$ cat src/rtl/fe_redirect_pkg.sv
package fe_redirect_pkg;

  typedef enum logic [1:0] {
    CTR_SNT = 2'd0,
    CTR_WNT = 2'd1,
    CTR_WT  = 2'd2,
    CTR_ST  = 2'd3
  } ctr_t;

  // Saturating step of a 2-bit direction counter.
  function automatic ctr_t ctr_next(input ctr_t cur, input logic taken);
    ctr_t nxt;
    nxt = cur;
    if (taken) begin
      case (cur)
        CTR_SNT: nxt = CTR_WNT;
        CTR_WNT: nxt = CTR_WT;
        default: nxt = CTR_ST;
      endcase
    end else begin
      case (cur)
        CTR_ST:  nxt = CTR_WT;
        CTR_WT:  nxt = CTR_WNT;
        default: nxt = CTR_SNT;
      endcase
    end
    return nxt;
  endfunction

  function automatic logic ctr_says_taken(input ctr_t cur);
    return (cur == CTR_WT) || (cur == CTR_ST);
  endfunction

endpackage

$ cat src/rtl/fe_bht.sv
module fe_bht
  import fe_redirect_pkg::*;
#(
  parameter int IDX_W = 4
) (
  input  logic             clk,
  input  logic             rst_n,
  input  logic [IDX_W-1:0] rd_idx,
  output logic             rd_taken,
  input  logic             upd_en,
  input  logic [IDX_W-1:0] upd_idx,
  input  logic             upd_taken
);
  localparam int ENTRIES = 1 << IDX_W;

  ctr_t ctr_q [ENTRIES];

  always_ff @(posedge clk or negedge rst_n) begin
    if (!rst_n) begin
      for (int i = 0; i < ENTRIES; i++) ctr_q[i] <= CTR_WNT;
    end else if (upd_en) begin
      ctr_q[upd_idx] <= ctr_next(ctr_q[upd_idx], upd_taken);
    end
  end

  assign rd_taken = ctr_says_taken(ctr_q[rd_idx]);
endmodule

$ cat src/rtl/fe_btb.sv
module fe_btb #(
  parameter int PC_W  = 32,
  parameter int IDX_W = 3
) (
  input  logic            clk,
  input  logic            rst_n,
  input  logic [PC_W-1:0] rd_pc,
  output logic            rd_hit,
  output logic [PC_W-1:0] rd_target,
  input  logic            alloc_en,
  input  logic            inval_en,
  input  logic [PC_W-1:0] upd_pc,
  input  logic [PC_W-1:0] upd_target
);
  localparam int ENTRIES = 1 << IDX_W;
  localparam int TAG_W   = PC_W - 2 - IDX_W;

  logic             valid_q [ENTRIES];
  logic [TAG_W-1:0] tag_q   [ENTRIES];
  logic [PC_W-1:0]  tgt_q   [ENTRIES];

  function automatic logic [IDX_W-1:0] idx_of(input logic [PC_W-1:0] pc);
    return pc[2 +: IDX_W];
  endfunction

  function automatic logic [TAG_W-1:0] tag_of(input logic [PC_W-1:0] pc);
    return pc[PC_W-1 -: TAG_W];
  endfunction

  logic [IDX_W-1:0] rd_idx, upd_idx;
  logic             upd_match;

  assign rd_idx    = idx_of(rd_pc);
  assign upd_idx   = idx_of(upd_pc);
  assign upd_match = valid_q[upd_idx] && (tag_q[upd_idx] == tag_of(upd_pc));

  always_ff @(posedge clk or negedge rst_n) begin
    if (!rst_n) begin
      for (int i = 0; i < ENTRIES; i++) valid_q[i] <= 1'b0;
    end else if (alloc_en) begin
      valid_q[upd_idx] <= 1'b1;
    end else if (inval_en && upd_match) begin
      valid_q[upd_idx] <= 1'b0;
    end
  end

  always_ff @(posedge clk) begin
    if (alloc_en) begin
      tag_q[upd_idx] <= tag_of(upd_pc);
      tgt_q[upd_idx] <= upd_target;
    end
  end

  assign rd_hit    = valid_q[rd_idx] && (tag_q[rd_idx] == tag_of(rd_pc));
  assign rd_target = tgt_q[rd_idx];
endmodule

$ cat src/rtl/fe_pc_select.sv
module fe_pc_select #(
  parameter int PC_W = 32
) (
  input  logic            ex_fix,
  input  logic            ex_taken,
  input  logic [PC_W-1:0] ex_pc,
  input  logic [PC_W-1:0] ex_target,
  input  logic            id_redir,
  input  logic [PC_W-1:0] id_target,
  input  logic            btb_hit,
  input  logic [PC_W-1:0] btb_target,
  input  logic [PC_W-1:0] if_pc,
  output logic [PC_W-1:0] next_pc
);
  function automatic logic [PC_W-1:0] seq_pc(input logic [PC_W-1:0] pc);
    return pc + PC_W'(4);
  endfunction

  always_comb begin
    if (ex_fix)        next_pc = ex_taken ? ex_target : seq_pc(ex_pc);
    else if (id_redir) next_pc = id_target;
    else if (btb_hit)  next_pc = btb_target;
    else               next_pc = seq_pc(if_pc);
  end
endmodule

$ cat src/rtl/fe_redirect_ctrl.sv
module fe_redirect_ctrl #(
  parameter int PC_W      = 32,
  parameter int BHT_IDX_W = 4,
  parameter int BTB_IDX_W = 3
) (
  input  logic                 clk,
  input  logic                 rst_n,
  input  logic [PC_W-1:0]      if_pc,
  output logic                 if_btb_hit,
  input  logic                 id_valid,
  input  logic                 id_is_branch,
  input  logic [BHT_IDX_W-1:0] id_bht_idx,
  input  logic [PC_W-1:0]      id_target,
  input  logic                 id_fetch_taken,
  output logic                 id_bht_taken,
  input  logic                 ex_valid,
  input  logic                 ex_is_branch,
  input  logic [PC_W-1:0]      ex_pc,
  input  logic [PC_W-1:0]      ex_target,
  input  logic                 ex_taken,
  input  logic                 ex_pred_taken,
  output logic [PC_W-1:0]      next_pc,
  output logic                 if_kill,
  output logic                 dec_kill,
  output logic                 bht_upd,
  output logic                 btb_alloc,
  output logic                 btb_inval
);
  // Named internal events, observed by the bound checker.
  logic            ex_resolve;
  logic            ex_fix;
  logic            id_redir;
  logic [PC_W-1:0] btb_target;

  assign ex_resolve = ex_valid && ex_is_branch;
  assign ex_fix     = ex_resolve && (ex_taken != ex_pred_taken);
  assign id_redir   = id_valid && id_is_branch && id_bht_taken
                      && !id_fetch_taken && !ex_fix;

  assign bht_upd   = ex_resolve;
  assign btb_alloc = ex_resolve && ex_taken;
  assign btb_inval = ex_resolve && !ex_taken && ex_pred_taken;

  assign if_kill  = ex_fix || id_redir;
  assign dec_kill = ex_fix;

  fe_bht #(.IDX_W(BHT_IDX_W)) bht_i (
    .clk       (clk),
    .rst_n     (rst_n),
    .rd_idx    (id_bht_idx),
    .rd_taken  (id_bht_taken),
    .upd_en    (bht_upd),
    .upd_idx   (ex_pc[2 +: BHT_IDX_W]),
    .upd_taken (ex_taken)
  );

  fe_btb #(.PC_W(PC_W), .IDX_W(BTB_IDX_W)) btb_i (
    .clk        (clk),
    .rst_n      (rst_n),
    .rd_pc      (if_pc),
    .rd_hit     (if_btb_hit),
    .rd_target  (btb_target),
    .alloc_en   (btb_alloc),
    .inval_en   (btb_inval),
    .upd_pc     (ex_pc),
    .upd_target (ex_target)
  );

  fe_pc_select #(.PC_W(PC_W)) sel_i (
    .ex_fix     (ex_fix),
    .ex_taken   (ex_taken),
    .ex_pc      (ex_pc),
    .ex_target  (ex_target),
    .id_redir   (id_redir),
    .id_target  (id_target),
    .btb_hit    (if_btb_hit),
    .btb_target (btb_target),
    .if_pc      (if_pc),
    .next_pc    (next_pc)
  );
endmodule

$ cat config.mk
export PLATFORM = sky130hd
export DESIGN_NAME = fe_redirect_ctrl
export DESIGN_NICKNAME = d
export VERILOG_FILES = /design/src/rtl/fe_redirect_pkg.sv /design/src/rtl/fe_bht.sv /design/src/rtl/fe_btb.sv /design/src/rtl/fe_pc_select.sv /design/src/rtl/fe_redirect_ctrl.sv
export SDC_FILE = /design/constraint.sdc
export NUM_CORES = 1
export LEC_CHECK = 0
export ABC_CLOCK_PERIOD_IN_PS = 4100
export BUFFER_PORTS_ARGS = -buffer_cell sky130_fd_sc_hd__buf_2
export CAP_MARGIN = 15
export CORE_MARGIN = 10
export CORE_UTILIZATION = 48
export CTS_CLUSTER_SIZE = 16
export DETAILED_ROUTE_END_ITERATION = 6
export MAX_ROUTING_LAYER = met4
export PLACE_DENSITY_LB_ADDON = 0.05
export SLEW_MARGIN = 20
export SYNTH_ARGS = -nofsm -noshare
export SYNTH_HDL_FRONTEND = slang
export SYNTH_SLANG_ARGS = --single-unit
$ cat constraint.sdc
create_clock -name clk -period 4.1 [get_ports clk]
set_input_delay 0.41 -clock clk [delete_from_list [all_inputs] [get_ports clk]]
set_output_delay 0.41 -clock clk [all_outputs]
set_load 0.02 [all_outputs]
==> run metrics <==
total grt overflow=0; Vias per Instance=6.35; first-pass GRT wire length=116000 um; Setup violations, final=0; share of total power in the clock network=39.2%; proportion of layout cells with a drive suffix above 1=34.9%; number of synthesis warnings=0; Final Total Pwr=12300 uW; Yosys top cell area share=56.5%; number of CTS-inserted buffers=55; die area=61800 sq um; most frequent cells in the layout=472 x edfxtp_1, 150 x buf_2, 117 x mux4_2, 96 x mux2i_1, 95 x buf_4; most common cell after layout, fill and taps aside=edfxtp_1; num rows=83; DRT antenna net count=0; Nets=1999; wirelength, routed=79000 um; Pins Over Slew Limit=0; worst hold path class=input pin to register; ys async rst share=7.81%; critical path required time=3.69 ns; vias post-DR=16400; P_sw=2980 uW; Max clock buf depth=3; starting density of the core=48.7%; Tcrit/Tclk final=98.5%; tightest hold margin=0.0891 ns; Yosys cell types=78; Comb power frac=12.3%; vias in the first global route=17100; Hold Fails Final Rpt=0; FMAX=0.248 GHz; most area-consuming cells after synthesis=edfxtp_1 57%, mux4_2 11%, mux2_2 4.2%; Max Cap Viol=0; crit-path max FO=6; Yosys reg bits=512; TritonCTS clock tree=yes; worst-skew pair later-pin latency=0.61 ns; CP Launch Type=register; leak pwr=0.0103 uW; Max VDD drop=350 uV; synthesized instance count=1614; Remaining DRCs=0; chip width=249 um; PortBufs=179; io pins=180; Place WS=0.124 ns; Syn-to-layout area delta=17.3%; Sw Ratio=24.2%; cell taking the most area after synthesis=edfxtp_1; initial antenna violation count=9; sequential share of power=48.5%; DIE HEIGHT=249 um; top_reg_cell synth=edfxtp_1; worst rel slew slack=39.3%; crit end category=primary output; clock transition at the registers of the reported paths=0.06 ns; WL/cell=30.6 um; minimum clock period=4.04 ns; Setup WS post-layout=0.0597 ns; status=completed; Avg Synthesized Cell Area=15.5 sq um; H-Tree Level Count=2; Mapped Area=25100 sq um; kind of critical path=register to primary output; GRT Total Usage=25.6%; largest net degree at the start of global routing=61; power per cell area=419 nW/um^2; routability cong.=0.977; hpwl dp=52600 um; Root Buffer=clkbuf_16; Post-Syn Nets=1760; clock sink total=512; fill count=4207; CP arrival=3.63 ns; Int Power=9340 uW; EDFF count, synth=472; Worst Tran Pin Value=0.910 ns; Worst Skew=0.00909 ns; DRT Pass-1 Iters=7; sequential share of the synthesized area=60.6%; CORE AREA=51500 sq um; DRT iter0 DRCs=1820; RSZ-0062 raised after global routing=yes
[area by class of cell]
cell class              count  area (sq um)  share of cell area, %
clock inverters            34           299                   1.02
inverters                  15          56.3                  0.191
diodes                     11          27.5                 0.0936
well taps                 680           851                   2.89
multi-input cells         987          9430                   32.1
repair buffers            282          2120                   7.19
clock buffers              66          1440                   4.89
flip-flops and latches    512         15200                   51.7
[cell usage after synthesis, drive strengths merged, types with 5 or more instances]
master / count
edfxtp: 472
mux4: 119
mux2i: 101
mux2: 93
nand2: 83
nor2: 70
a21oi: 68
buf: 59
xnor2: 54
a22oi: 46
xor2: 44
clkbuf: 41
nand3: 40
a221oi: 33
o211ai: 25
dfrtp: 24
o21ai: 21
dfstp: 16
nand4: 15
nor3: 15
o22ai: 14
and3: 12
inv: 12
nand2b: 12
nor2b: 11
a211oi: 8
a21o: 8
a22o: 8
and2: 8
nor4: 8
o221ai: 6
a21boi: 5
ha: 5
nor3b: 5
or3: 5
[path summary, 6_finish.rpt]
| path | from | slack [ns] | cells after the start | to |
|---|---|---|---|---|
| worst min register to register | register | 0.51 | 1 | register |
| worst max-delay path | btb_i.tag_q[7][9]$_DFFE_PP_ | 0.06 | 12 | next_pc[3] |
| worst max register to register | btb_i.tag_q[0][18]$_DFFE_PP_ | 1.30 | 9 | register |
| min in group asynchronous | rst_n | 0.47 | 2 | bht_i.ctr_q[19]$_DFFE_PN0P_ |
| max in group asynchronous | rst_n | 3.06 | 2 | asynchronous set/reset pin |
| worst min-delay path | ex_target[8] | 0.09 | 1 | btb_i.tgt_q[2][8]$_DFFE_PP_ |
[critical path, cell delays in order, from the launching register on]
cell and delay, ns:
edfxtp_1 0.40, mux4_2 0.50, mux2i_2 0.21, xnor2_1 0.16, or3b_4 0.43, nor4_4 0.20
nand4_4 0.14, buf_12 0.18, clkbuf_16 0.16, and2_0 0.15, o21ai_0 0.18, a22oi_1 0.12
buf_2 0.20
[logic make-up after synthesis]
family / share of synthesized area, %
and+or+nand+nor: 6.37
xor gates and xnor gates: 3.42
buffers and inverters: 2.35
adders and majority gates: 0.329
muxes: 18.9
AOI/OAI and AO/OA: 8.00
DFF: 60.6
[what timing repair did]
item	4_1_cts	5_1_grt
gates cloned	1	3
buffers inserted	1	3
setup endpoints to repair	18	32
resized for setup	13	37
hold buffers	1	0
endpoints found under the hold margin	24	0
pin swaps	2	7
[stage by stage]
step                instances  cell area (sq um)  util [%]  setup TNS [ns]
global placement         2467              27300      53.0               0
floorplan                1614              25100         -           -2.36
CTS                      2570              29200      56.6               0
detailed placement       2467              27300      53.0               0
global route             2584              29400      57.1          -0.535
finish                   2587              29400      57.1               0
[metal layers]
layer  share of wire, %  global-route usage (%)  vias up
li1                   -                       -     6982
met1                 42                    34.3     8539
met2                 48                    39.8      782
met5                  0                       -        -
met3                7.5                    3.76      137
met4                3.0                    8.27        0
[registers in the layout, indices dropped and copies added, names as in the netlist, named ones only]
name and cells:
btb_i.tgt_q 256, btb_i.tag_q 216, bht_i.ctr_q 32
[power by group through the flow]
stage               combinational [uW]  sequential (uW)  clock [uW]
global placement                  1450             6070           0
global route                      1610             5990        5110
CTS                               1480             5970        4920
floorplan                          885             6050           0
finish                            1510             5970        4830
detailed placement                1470             6080           0
No activity file was read; power rests on OpenSTA's default activity.
